--- src/rtl/reg_alu_pkg.sv ---
package reg_alu_pkg;

  typedef enum logic [1:0] {
    MODE_BIN   = 2'b00,
    MODE_UNARY = 2'b01,
    MODE_BIT   = 2'b10,
    MODE_RSVD  = 2'b11
  } alu_mode_e;

  typedef enum logic [2:0] {
    OP_ADD  = 3'd0,
    OP_SUB  = 3'd1,
    OP_MUL  = 3'd2,
    OP_DIV  = 3'd3,
    OP_AND  = 3'd4,
    OP_OR   = 3'd5,
    OP_XOR  = 3'd6,
    OP_RSVD = 3'd7
  } bin_op_e;

endpackage

--- src/rtl/reg_alu_arith.sv ---
module reg_alu_arith #(
  parameter int WIDTH = 16
) (
  input  logic [1:0]       sel_i,
  input  logic [WIDTH-1:0] a_i,
  input  logic [WIDTH-1:0] b_i,
  output logic [WIDTH-1:0] res_o
);

  // Shift-and-add product that keeps only the low WIDTH bits.
  function automatic logic [WIDTH-1:0] mul_lo(input logic [WIDTH-1:0] a,
                                              input logic [WIDTH-1:0] b);
    logic [WIDTH-1:0] acc;
    acc = '0;
    for (int i = 0; i < WIDTH; i++) begin
      if (b[i]) acc = acc + (a << i);
    end
    return acc;
  endfunction

  // Restoring unsigned division; a zero divisor saturates to all ones.
  function automatic logic [WIDTH-1:0] udiv(input logic [WIDTH-1:0] a,
                                            input logic [WIDTH-1:0] b);
    logic [WIDTH:0]   rem;
    logic [WIDTH-1:0] quo;
    rem = '0;
    quo = '0;
    if (b == '0) return '1;
    for (int i = WIDTH - 1; i >= 0; i--) begin
      rem = {rem[WIDTH-1:0], a[i]};
      if (rem >= {1'b0, b}) begin
        rem    = rem - {1'b0, b};
        quo[i] = 1'b1;
      end
    end
    return quo;
  endfunction

  always_comb begin
    unique case (sel_i)
      2'b00:   res_o = a_i + b_i;
      2'b01:   res_o = a_i - b_i;
      2'b10:   res_o = mul_lo(a_i, b_i);
      default: res_o = udiv(a_i, b_i);
    endcase
  end

endmodule

--- src/rtl/reg_alu_logic.sv ---
module reg_alu_logic #(
  parameter int WIDTH = 16
) (
  input  logic [1:0]       sel_i,
  input  logic [WIDTH-1:0] a_i,
  input  logic [WIDTH-1:0] b_i,
  output logic [WIDTH-1:0] res_o
);

  always_comb begin
    unique case (sel_i)
      2'b00:   res_o = a_i & b_i;
      2'b01:   res_o = a_i | b_i;
      2'b10:   res_o = a_i ^ b_i;
      default: res_o = '0;
    endcase
  end

endmodule

--- src/rtl/reg_alu_unary.sv ---
module reg_alu_unary #(
  parameter int WIDTH = 16
) (
  input  logic             neg_i,
  input  logic [WIDTH-1:0] a_i,
  output logic [WIDTH-1:0] res_o
);

  // Negation reuses the inverter and adds the select bit as the carry-in.
  function automatic logic [WIDTH-1:0] inv_plus(input logic [WIDTH-1:0] a,
                                                input logic cin);
    return (~a) + {{(WIDTH-1){1'b0}}, cin};
  endfunction

  assign res_o = inv_plus(a_i, neg_i);

endmodule

--- src/rtl/reg_alu_bitop.sv ---
module reg_alu_bitop #(
  parameter int WIDTH = 16,
  parameter int IDX_W = $clog2(WIDTH)
) (
  input  logic [WIDTH-1:0] a_i,
  input  logic [IDX_W-1:0] idx_i,
  input  logic             set_i,
  output logic [WIDTH-1:0] res_o,
  output logic             old_o
);

  assign old_o = a_i[idx_i];

  for (genvar g = 0; g < WIDTH; g++) begin : g_bit
    assign res_o[g] = (idx_i == IDX_W'(g)) ? set_i : a_i[g];
  end

endmodule

--- src/rtl/reg_alu.sv ---
module reg_alu
  import reg_alu_pkg::*;
#(
  parameter int WIDTH = 16
) (
  input  logic [1:0]       mode_i,
  input  logic [2:0]       op_i,
  input  logic [WIDTH-1:0] dst_i,
  input  logic [WIDTH-1:0] src_i,
  output logic [WIDTH-1:0] result_o,
  output logic             zero_o,
  output logic             illegal_o
);

  localparam int IDX_W = $clog2(WIDTH);

  alu_mode_e        mode;
  bin_op_e          bop;
  logic             is_bin, is_unary, is_bit, is_rsvd;
  logic             bin_rsvd;
  logic [WIDTH-1:0] arith_res, logic_res, unary_res, bit_res, bin_res;
  logic             old_bit;

  assign mode     = alu_mode_e'(mode_i);
  assign bop      = bin_op_e'(op_i);
  assign is_bin   = (mode == MODE_BIN);
  assign is_unary = (mode == MODE_UNARY);
  assign is_bit   = (mode == MODE_BIT);
  assign is_rsvd  = (mode == MODE_RSVD);
  assign bin_rsvd = is_bin && (bop == OP_RSVD);

  reg_alu_arith #(.WIDTH(WIDTH)) u_arith (
    .sel_i (op_i[1:0]),
    .a_i   (dst_i),
    .b_i   (src_i),
    .res_o (arith_res)
  );

  reg_alu_logic #(.WIDTH(WIDTH)) u_logic (
    .sel_i (op_i[1:0]),
    .a_i   (dst_i),
    .b_i   (src_i),
    .res_o (logic_res)
  );

  reg_alu_unary #(.WIDTH(WIDTH)) u_unary (
    .neg_i (op_i[0]),
    .a_i   (dst_i),
    .res_o (unary_res)
  );

  reg_alu_bitop #(.WIDTH(WIDTH), .IDX_W(IDX_W)) u_bitop (
    .a_i   (dst_i),
    .idx_i (src_i[IDX_W-1:0]),
    .set_i (op_i[0]),
    .res_o (bit_res),
    .old_o (old_bit)
  );

  assign bin_res = op_i[2] ? logic_res : arith_res;

  always_comb begin
    unique case (mode)
      MODE_BIN:   result_o = bin_rsvd ? '0 : bin_res;
      MODE_UNARY: result_o = unary_res;
      MODE_BIT:   result_o = bit_res;
      default:    result_o = '0;
    endcase
  end

  assign zero_o    = is_bit ? old_bit : (result_o == '0);
  assign illegal_o = bin_rsvd || is_rsvd;

endmodule

--- config.mk ---
export PLATFORM = sky130hd
export DESIGN_NAME = reg_alu
export DESIGN_NICKNAME = d
export VERILOG_FILES = /design/src/rtl/reg_alu_pkg.sv /design/src/rtl/reg_alu_arith.sv /design/src/rtl/reg_alu_logic.sv /design/src/rtl/reg_alu_unary.sv /design/src/rtl/reg_alu_bitop.sv /design/src/rtl/reg_alu.sv
export SDC_FILE = /design/constraint.sdc
export NUM_CORES = 1
export LEC_CHECK = 0
export ABC_AREA = 0
export BUFFER_PORTS_ARGS = -buffer_cell sky130_fd_sc_hd__buf_2
export CORE_MARGIN = 5
export CORE_UTILIZATION = 25
export DETAILED_ROUTE_END_ITERATION = 8
export GPL_TIMING_DRIVEN = 0
export PLACE_DENSITY = 0.43
export SYNTH_ARGS = -nofsm -noshare
export SYNTH_HDL_FRONTEND = slang
export SYNTH_SLANG_ARGS = --single-unit
export TNS_END_PERCENT = 1
--- constraint.sdc ---
create_clock -name vclk -period 74.6
set_input_delay 7.46 -clock vclk [all_inputs]
set_output_delay 7.46 -clock vclk [all_outputs]
set_load 0.1 [all_outputs]
* Word-level counts from Yosys, hierarchy flattened *
Index checks and enable logic that the tools add are counted.

word-level totals
  register bits = 0
  logic and storage cells = 203
  RAM bits = 0
  memories kept = 0
  bits in latches = 0
  ROM bits = 0

operators by class
  shift-type cells = 0
  bitwise gates (word level) = 4
  reductions and logical operators = 8
  div/mod/pow operators = 0
  add/sub/neg operators = 33
  equal/unequal tests = 21
  $lt $le $gt $ge = 17
  multipliers = 0
  muxes and demuxes = 120

operator list
  cell                                                        number
  two-way mux 16 bit                                          80
  adder 16 bit                                                16
  >= comparator 17 x 16 -> 1 bit                              15
  subtractor 16 bit                                           15
  case mux 16 bit (3 select lines)                            3
  two-way mux 1 bit                                           36
  equality test 4 bit, second input constant                  8
  zero test 16 bit                                            2
  adder 16 x 1 -> 16 bit                                      1
  AND 16 bit                                                  1
  equality test 4 x 3 -> 1 bit, second input constant         4
  >= comparator 1 x 16 -> 1 bit                               1
  inverter 16 bit                                             1
  bitwise OR 16 bit                                           1
  subtractor 1 x 16 -> 16 bit                                 1
  bitwise XOR 16 bit                                          1
  equality test 4 x 2 -> 1 bit, second input constant         2
  equality test 2 bit, second input constant                  3
  less-than comparator 4 x 5 -> 1 bit, second input constant  1
  binary-select mux 1 bit (select 4 bit)                      1
  equality test 2 x 1 -> 1 bit, second input constant         2
  equality test 4 x 1 -> 1 bit, second input constant         1
  zero test 2 bit                                             2
  zero test 4 bit                                             1
  other kinds (4)                                             4

* Logic depth before layout (Yosys ltp) *
Gate-level depths: netlist (run 1).

  depth after elaboration = 70
  gate-level depth with buffers = 279

* Cells and area by module *
From an unflattened synthesis (run 1), not the netlist that was laid out.

unflattened totals
  cells, all modules = 2993
  area total of the unflattened synthesis = 22212.6 µm²

modules (own cells, without submodules)
  module         area an instance (µm²)  cells an instance  times used
  reg_alu_arith  19889.1                 2706               1
  reg_alu_logic  920.9                   103                1
  reg_alu        631.9                   91                 1
  reg_alu_bitop  446.7                   53                 1
  reg_alu_unary  324.1                   40                 1

* Worst setup path before layout (run 1) *
OpenSTA, ideal clock, no wires.

  path kind = input to output
  start point = input port src_i[1]
  end point = output port zero_o
  buffers on the path = 25
  data arrival time = 57855 ps
  stages = 275
  path slack = 9285 ps
  cells stage by stage = buf_2 > clkinv_1 > ha_1 > nor4b_1 > nor2_1 > or3_1 > buf_2 > inv_1 > ha_1 > clkbuf_1 > a21oi_1 > nor2_1 > o31a_1 > nor3_4 > o31ai_4 > clkbuf_1 > o21ai_0 > inv_1 > (+239 left out) > nor2b_1 > o21a_1 > o21a_1 > o21ai_0 > nand2b_1 > a21oi_1 > nor2b_1 > o21ai_0 > nand2b_1 > a21oi_1 > o21ai_0 > a21oi_1 > nor2b_1 > o21ai_0 > and3_1 > o31a_1 > a31oi_1 > o31ai_2

between the ends
  longest elaborated chain between the ends = 69
  elaborated cells between the ends (all ways) = 185
  classes of those cells = add/sub (31); order compare (16); eq/ne (15); mux (117); bitwise (3); reduce/logical (3)

RTL lines
  item                                                                                 line                                      source
  start, declared                                                                      reg_alu.sv:9                              input logic [WIDTH-1:0] src_i,
  subtractor 1 x 16 -> 16 bit / >= comparator 1 x 16 -> 1 bit (equally long branches)  reg_alu_arith.sv:32, reg_alu_arith.sv:31
  two-way mux 16 bit                                                                   reg_alu_arith.sv:31                       if (rem >= {1'b0, b}) begin
  two-way mux 16 bit                                                                   reg_alu_arith.sv:29                       for (int i = WIDTH - 1; i >= 0; i--) begin
  two-way mux 16 bit                                                                   reg_alu_arith.sv:40                       unique case (sel_i)
  subtractor 16 bit / >= comparator 17 x 16 -> 1 bit (equally long branches)           reg_alu_arith.sv:32, reg_alu_arith.sv:31
  two-way mux 16 bit                                                                   reg_alu_arith.sv:31
  two-way mux 16 bit                                                                   reg_alu_arith.sv:29
  two-way mux 16 bit                                                                   reg_alu_arith.sv:40
  (+54 left out)                                                                       -
  two-way mux 16 bit                                                                   reg_alu_arith.sv:29
  case mux 16 bit (3 select lines)                                                     reg_alu_arith.sv:40
  two-way mux 16 bit                                                                   reg_alu.sv:60                             assign bin_res = op_i[2] ? logic_res : arith_res;
  two-way mux 16 bit                                                                   reg_alu.sv:64                             MODE_BIN: result_o = bin_rsvd ? '0 : bin_res;
  case mux 16 bit (3 select lines) (*)                                                 reg_alu.sv:63                             unique case (mode)
  via result_o[0]                                                                      reg_alu.sv:10                             output logic [WIDTH-1:0] result_o,
  zero test 16 bit (*)                                                                 reg_alu.sv:71                             assign zero_o = is_bit ? old_bit : (result_o == '0);
  two-way mux 1 bit (*)                                                                reg_alu.sv:71
  end, declared                                                                        reg_alu.sv:11                             output logic zero_o,

The timed path passes the listed nets; every way through them passes the cells marked *. The select of a mux whose other input is x is not followed.

* Worst setup path after layout (run 1) *
  start point = input port src_i[9]
  end point = output port zero_o

between the ends
  longest elaborated chain between the ends = 69
  elaborated cells between the ends (all ways) = 127
  classes of those cells = add/sub (23); order compare (16); mux (83); bitwise (3); reduce/logical (2)

RTL lines
  item                                                                                 line
  subtractor 1 x 16 -> 16 bit / >= comparator 1 x 16 -> 1 bit (equally long branches)  reg_alu_arith.sv:32, reg_alu_arith.sv:31
  two-way mux 16 bit                                                                   reg_alu_arith.sv:31
  two-way mux 16 bit                                                                   reg_alu_arith.sv:29
  two-way mux 16 bit                                                                   reg_alu_arith.sv:40
  subtractor 16 bit / >= comparator 17 x 16 -> 1 bit (equally long branches)           reg_alu_arith.sv:32, reg_alu_arith.sv:31
  two-way mux 16 bit                                                                   reg_alu_arith.sv:31
  two-way mux 16 bit                                                                   reg_alu_arith.sv:29
  two-way mux 16 bit                                                                   reg_alu_arith.sv:40
  (+53 left out)                                                                       -
  two-way mux 1 bit                                                                    reg_alu_arith.sv:31
  two-way mux 16 bit                                                                   reg_alu_arith.sv:29
  case mux 16 bit (3 select lines)                                                     reg_alu_arith.sv:40
  two-way mux 16 bit (*)                                                               reg_alu.sv:60
  two-way mux 16 bit (*)                                                               reg_alu.sv:64
  case mux 16 bit (3 select lines) (*)                                                 reg_alu.sv:63
  zero test 16 bit (*)                                                                 reg_alu.sv:71
  two-way mux 1 bit (*)                                                                reg_alu.sv:71

Mark *: on every way between the ends. The rest lies on a longest branch, timed or not. The select of a mux whose other input is x is not followed.

==> results.cfg, run 1 <==
[cells_and_area]
clockBufferCount = 0
final_common_cell = ha_1
drive_above_1_share_pct = 11.4
seq_area_sq_um = 0
area_growth_pct = 10.2
instances_no_fill = 4299
seq_cell_count = 0
final_cell_mix = 412 x ha_1, 257 x inv_1, 253 x nand2_1
nNetsFinal = 3622

[global_routing]
grt_pass1_wl_microns = 130000
grt_pass1_vias = 21600
antenna_found_initial = 4
grt_max_degree = 36
gr-total-overflow = 0
grt.total_usage_pct = 17.3

[synthesis]
syn_area_per_cell_sq_um = 7.14
synthAdderAreaFrac_pct = 26.1
synth-xor-area-share_pct = 9.72
synth_simple_gate_area_share_pct = 19.1
yosysWarnings = 0
ys_types = 99
yosysSeqAreaShare_pct = 0
synth.area.mux_share_pct = 10.7
synth_nets = 3549
synth_area_sq_um = 21900
synth_compound_area_share_pct = 28.2
synth_top_family_by_area = compound AO/OA/AOI/OAI gates
synthCells = 3072

[min_path]
hold_class = input port to primary output

[critical_path]
crit_top_cell = o21ai_0
cp-endpoint = zero_o
cp.arrival_ps = 61530
start_kind = input port
critPathLaunch = src_i[9]
cp.required_ps = 67140
slowest_stage = or4_1
endpoint_kind = primary output
cp_max_fo = 18
path_class = input port to primary output
slowest_delay_ps = 510

[status]
status = finished, final reports clean

[routing]
num_vias = 22600
antenna_left = 0
wl_per_cell_microns = 19.9
wl_microns = 85400
drtIter0Drc = 1521
via_per_inst = 5.27
drc = 0
dr.pass1.iters = 8

[floorplan]
core_area_sq_um = 86900
die_width_microns = 306
initial_core_util_pct = 25.2
ioPinCount = 55
dieArea_sq_um = 93800
rows = 108
die_h_microns = 306

[place]
hpwlAfterDp_microns = 68700
place_inst = 4286
port_buffers = 55
gp_congestion = 0.886

[run]
maxCapViolations = 0

[sta]
fin_crit_ps = 68990
fin_crit_sh_pct = 92.5
max_slew.worst_pin.slew_ps = 1400
setup_violations = 0
slew_headroom_pct = 6.80
max_freq_mhz = 14.5
finalHoldViolations = 0
hold_slack_ps = 15550
maxSlewViolCount = 0
## critical path: cells and delay by family
kind | cells | cell delay [ps]
AO/OA/AOI/OAI | 162 | 31910
AND/OR/NAND/NOR | 53 | 8910
buffers and inverters | 41 | 7280
adder cells (fa/ha/maj) | 15 | 4220
multiplexers | 4 | 1580
## per-layer routing
layer  vias to the layer above  track usage, %  wire length (microns)
met1                     10700            25.1                  42200
met2                       465            29.5                  39200
li1                      11400               -                      -
met5                         -               0                      0
met4                         0            1.93                   1040
met3                        67           0.421                   2900
## how the worst min path moves through the flow
stage / startpoint / to / slack, ps / depth (start not counted)
after global placement: mode_i[0] / illegal_o / 15520 / 4
after global routing: mode_i[0] / illegal_o / 15560 / 4
after detailed placement: mode_i[0] / illegal_o / 15530 / 4
after floorplan: mode_i[0] / zero_o / 15370 / 3
after CTS: mode_i[0] / illegal_o / 15530 / 4
final: mode_i[0] / illegal_o / 15550 / 4
## synth_stat cells, types with 8 or more instances
| master | number | area share (%) |
|---|---|---|
| or3_1 | 19 | 0.54 |
| ha_1 | 412 | 23 |
| a221oi_1 | 9 | 0.36 |
| nor2b_1 | 58 | 1.7 |
| clkbuf_1 | 50 | 0.86 |
| nand3_1 | 34 | 0.78 |
| buf_1 | 12 | 0.21 |
| o21bai_1 | 37 | 1.3 |
| mux2_2 | 150 | 7.7 |
| buf_2 | 18 | 0.41 |
| a21oi_1 | 252 | 5.7 |
| inv_1 | 258 | 4.4 |
| nor3_1 | 50 | 1.1 |
| o22ai_1 | 17 | 0.48 |
| o41ai_1 | 8 | 0.32 |
| or2_2 | 15 | 0.43 |
| and2_1 | 15 | 0.43 |
| a211oi_1 | 33 | 1.1 |
| o21a_1 | 33 | 1.1 |
| nand2_1 | 253 | 4.3 |
| nand2b_1 | 46 | 1.3 |
| fa_1 | 28 | 2.6 |
| and3_1 | 21 | 0.60 |
| a31oi_1 | 28 | 0.80 |
| o31a_1 | 8 | 0.32 |
| a21boi_0 | 55 | 1.9 |
| nor4_1 | 13 | 0.37 |
| o21ai_0 | 257 | 5.9 |
| xor2_1 | 59 | 2.4 |
| nand4_1 | 58 | 1.7 |
| mux2i_1 | 49 | 2.2 |
| a21o_1 | 84 | 2.9 |
| o31ai_1 | 26 | 0.89 |
| o211ai_1 | 23 | 0.79 |
| nor2_1 | 239 | 4.1 |
| xnor2_1 | 182 | 7.3 |
| o221ai_1 | 14 | 0.56 |
## metrics by stage
stage	setup TNS (ps)	instance area (sq um)	setup slack [ps]	utilization, %
global route	-8.21	24200	-8.21	27.8
detailed placement	-6160	23800	-3160	27.4
CTS	0	23800	117	27.4
finish	0	24200	5610	27.8
global placement	-7430	23700	-3610	27.2
floorplan	0	21900	9290	-
## cell families (layout without fill, tap and decap cells)
| logic type | Yosys count | in the layout |
|---|---|---|
| buffers and inverters | 350 | 421 |
| AO/OA/AOI/OAI | 966 | 966 |
| XOR/XNOR | 242 | 242 |
| multiplexers | 208 | 208 |
| AND/OR/NAND/NOR | 866 | 866 |
| adder cells (fa/ha/maj) | 440 | 440 |
| other | 0 | 1 |
## layout make-up
cell class | instances | area (sq um)
buffer | 81 | 395
inverter | 268 | 1020
timing repair buffer | 72 | 518
antenna | 1 | 2.50
tap | 1155 | 1450
multi-input combinational | 2722 | 20800
fill | 9667 | 62700
## repair_timing
action / 4_1_cts / 5_1_grt
buffers inserted: 1 / 11
pin swaps: 1 / 5
hold buffers: 0 / 0
resized for setup: 14 / 95
endpoints found under the setup margin: 3 / 3
==> inputs of run 2 (changes only) <==
- CORE_UTILIZATION: 25 -> 33
- PLACE_DENSITY: 0.43 -> 0.52
==> run 2 against run 1 <==
Critical path depth decreased by 16. Flip-flop and latch count unchanged. Critical path type unchanged. Die area shrank 24%. Setup slack got worse by 630 ps. Utilization rose by 8.1 points. Non-clock buffer count down 1. Fmax fell by 0.91%. Worst hold slack better by 140 ps. Routed wire length down 7.6%. Cell count is 6.7% lower.
==> results.cfg, run 2 (synthesis results as in run 1) <==
[status]
status = finished, final reports clean

[clock_tree]
hold_buffers = 0

[global_routing]
gr-total-overflow = 0
antenna_found_initial = 4
grt_max_degree = 36
grt.total_usage_pct = 20.9
grt_pass1_vias = 21200
grt_pass1_wl_microns = 121000

[critical_path]
cp.arrival_ps = 62160
slowest_delay_ps = 1190
start_kind = input port
path_delay_family = compound AO/OA/AOI/OAI gates
slowest_stage = clkinv_1
cp_max_fo = 21
cp.required_ps = 67140
critPathLaunch = src_i[10]
endpoint_kind = primary output
crit_cells = 259
path_class = input port to primary output
crit_top_cell = o21ai_0
path_buf_inv = 37
cp-endpoint = zero_o

[routing]
via_per_inst = 5.62
drc = 0
drtIter0Drc = 1546
wl_per_cell_microns = 19.7
dr.pass1.iters = 6
antenna_left = 0
wl_microns = 78900
num_vias = 22500

[run]
maxCapViolations = 0

[cells_and_area]
area_growth_pct = 7.86
clockBufferCount = 0
post-route-util_pct = 35.9
drive_above_1_share_pct = 11.2
final_cell_mix = 412 x ha_1, 257 x inv_1, 253 x nand2_1
nNetsFinal = 3622
stdcell_area_sq_um = 23700
seq_area_sq_um = 0
final_common_cell = ha_1
seq_cell_count = 0
instances_no_fill = 4009

[power]
report.power.total_w = 0.000785
leakage_nw = 11.3
ir_worst_vdd_mv = 0.0420
p_per_area_nw_per_um2 = 33.2

[sta]
slew_headroom_pct = 5.23
setup_violations = 0
max_slew.worst_pin.slew_ps = 1420
maxSlewViolCount = 0
fin_tns_setup_ps = 0
finalHoldViolations = 0
max_freq_mhz = 14.4
fin_crit_sh_pct = 93.3
fin_crit_ps = 69620

[place]
gp_congestion = 0.925
place_inst = 3991
port_buffers = 55
placed_area_sq_um = 23300
hpwlAfterDp_microns = 62600

[floorplan]
initial_core_util_pct = 33.3
die_h_microns = 268
die_width_microns = 268
rows = 94
ioPinCount = 55
dieArea_sq_um = 71700
core_area_sq_um = 65900

[min_path]
hold_class = input port to primary output
[run 2: what timing repair did]
action,CTS,global route
pin swaps,0,10
gates cloned,0,1
gates resized for setup,9,78
setup buffers,0,17
endpoints found under the setup margin,2,3
[run 2: stage by stage]
| stage | worst slack [ps] | hold slack [ps] |
|---|---|---|
| finish | 4980 | 15690 |
| floorplan | 9290 | 15370 |
| CTS | 174 | 15730 |
| detailed placement | -2220 | 15720 |
| global route | -42.8 | 15710 |
| global placement | -2350 | 15720 |
[run 2: worst min-delay path: cells and delay by family]
family	cells	cell delay (ps)
buffers and inverters	2	520
AOI/OAI and AO/OA	1	230
[run 2: worst min path at each step]
stage              start         to  slack (ps)  cells after the start
2_1_floorplan  mode_i[0]     zero_o       15370                      3
3_3_place_gp   mode_i[0]  illegal_o       15720                      3
3_5_place_dp   mode_i[0]  illegal_o       15720                      3
4_1_cts        mode_i[0]  illegal_o       15730                      3
5_1_grt        mode_i[0]  illegal_o       15710                      3
6_report       mode_i[0]  illegal_o       15690                      3
[run 2: layout make-up]
type / count / area [sq um]
Buffer: 79 / 375
Timing Repair Buffer: 73 / 445
Inverter: 268 / 1010
Multi-Input combinational cell: 2723 / 20700
Antenna cell: 2 / 5.00
Fill cell: 7180 / 42200
Tap cell: 864 / 1080
[run 2: where the power goes]
part           leakage [nW]       internal, W  switching, W
combinational          11.3          0.000356      0.000429
sequential                0                 0             0
clock             0.0000127  0.00000000000360             0
total                  11.3          0.000356      0.000429
[run 2: routing by layer]
metal	global-route usage (%)	part of all wire, %	vias to the layer above
met3	2.34	6.0	108
li1	-	-	11300
met2	34.2	44	598
met4	3.94	2.3	0
met1	30.0	48	10500
met5	0	0	-
No activity file was read; power rests on OpenSTA's default activity.
==> inputs of run 3 (changes only) <==
--- a/config.mk
+++ b/config.mk
@@ -8,5 +8,4 @@
 export ABC_AREA = 0
 export BUFFER_PORTS_ARGS = -buffer_cell sky130_fd_sc_hd__buf_2
-export CORE_MARGIN = 5
 export CORE_UTILIZATION = 33
 export DETAILED_ROUTE_END_ITERATION = 8
==> constraint.sdc (replaced) <==
create_clock -name vclk -period 74.6
set_input_delay 7.46 -clock vclk [all_inputs]
set_output_delay 7.46 -clock vclk [all_outputs]
set_load 0.02 [all_outputs]
==> run 3 against run 2 <==
Sequential share of layout area unchanged. Non-clock buffer count down 3. Via count up 0.15%. Count of clock-buffer cells in the layout unchanged. Cell count about the same. Routed wire length up 0.39%. Largest power group unchanged. Highest routed layer is now met5.
==> results.cfg, run 3 (synthesis results as in run 1) <==
[run]
maxCapViolations = 0

[routing]
wl_microns = 79200
dr.pass1.iters = 8
num_vias = 22600
antenna_left = 0
via_per_inst = 5.64
drtIter0Drc = 1569
drc = 0
wl_per_cell_microns = 19.8

[critical_path]
critPathLaunch = src_i[9]
slowest_delay_ps = 690
path_class = input port to primary output
crit_top_cell = o21ai_0
path_delay_family = compound AO/OA/AOI/OAI gates
slowest_stage = o41ai_1
cp-endpoint = zero_o
cp.required_ps = 67140
cp_max_fo = 19
path_buf_inv = 38
endpoint_kind = primary output
cp.arrival_ps = 61790
crit_cells = 267
start_kind = input port

[floorplan]
rows = 94
ioPinCount = 55
die_h_microns = 260
core_area_sq_um = 65700
dieArea_sq_um = 67500
initial_core_util_pct = 33.4
die_width_microns = 260

[global_routing]
grt_pass1_wl_microns = 123000
gr-total-overflow = 0
grt.total_usage_pct = 22.9
grt_max_degree = 36
antenna_found_initial = 5
grt_pass1_vias = 21400

[cells_and_area]
seq_area_sq_um = 0
final_cell_mix = 412 x ha_1, 258 x inv_1, 253 x nand2_1
fillers = 7105
clockBufferCount = 0
final_common_cell = ha_1
area_growth_pct = 7.84
nNetsFinal = 3619
drive_above_1_share_pct = 11.1
seq_cell_count = 0
post-route-util_pct = 36.0

[sta]
max_slew.worst_pin.slew_ps = 1450
fin_crit_ps = 69250
max_freq_mhz = 14.4
maxSlewViolCount = 0
fin_crit_sh_pct = 92.8
finalHoldViolations = 0
slew_headroom_pct = 3.24
setup_violations = 0

[power]
leakage_nw = 11.3
p_per_area_nw_per_um2 = 33.0
report.power.total_w = 0.000781
ir_worst_vdd_mv = 0.0473

[min_path]
hold_class = input port to primary output
min_path_cells = 4

[place]
port_buffers = 55
hpwlAfterDp_microns = 62300
gp_congestion = 0.926

[clock_tree]
hold_buffers = 0

[status]
status = finished, final reports clean
[run 3: worst min-delay path by stage]
stage / slack, ps / end / start
5_1_grt: 15670 / result_o[10] / op_i[2]
2_1_floorplan: 15130 / zero_o / mode_i[0]
3_3_place_gp: 15650 / result_o[10] / op_i[2]
4_1_cts: 15640 / result_o[10] / op_i[2]
3_5_place_dp: 15640 / result_o[10] / op_i[2]
6_report: 15670 / result_o[10] / op_i[2]
[run 3: layout make-up]
cell class	count	area [sq um]	share of cell area (%)
antenna	2	5.00	0.0212
multi-input combinational	2723	20800	87.8
tap	864	1080	4.57
timing repair buffer	70	409	1.73
buffer	79	375	1.59
inverter	268	1020	4.30
[run 3: per-layer routing]
| metal | routed length, microns | track usage (%) |
|---|---|---|
| met5 | 11 | 0 |
| met4 | 1720 | 4.48 |
| met3 | 4740 | 2.71 |
| met2 | 35100 | 37.7 |
| met1 | 37700 | 31.8 |
[run 3: metrics by stage]
stage	hold slack [ps]	setup WS [ps]	TNS (ps)	std cells	instance area, sq um
4_1_cts	15640	128	0	3990	23300
3_3_place_gp	15650	-2130	-4030	3991	23300
5_1_grt	15670	-61.8	-61.8	4005	23700
6_report	15670	5350	0	4006	23700
2_1_floorplan	15130	11040	0	3072	21900
3_5_place_dp	15640	-2070	-3910	3991	23300
[run 3: timing repair]
item                                    4_1_cts  5_1_grt
buffers inserted                              0       14
gates resized for setup                       8       84
gates cloned                                  0        1
pin swaps                                     0        6
hold endpoints to repair                      0        0
endpoints found under the setup margin        2        3
[run 3: report_power, final]
group	switching, W	total, W	internal, W
clock	0	0.00000000000362	0.00000000000360
sequential	0	0	0
combinational	0.000425	0.000781	0.000356
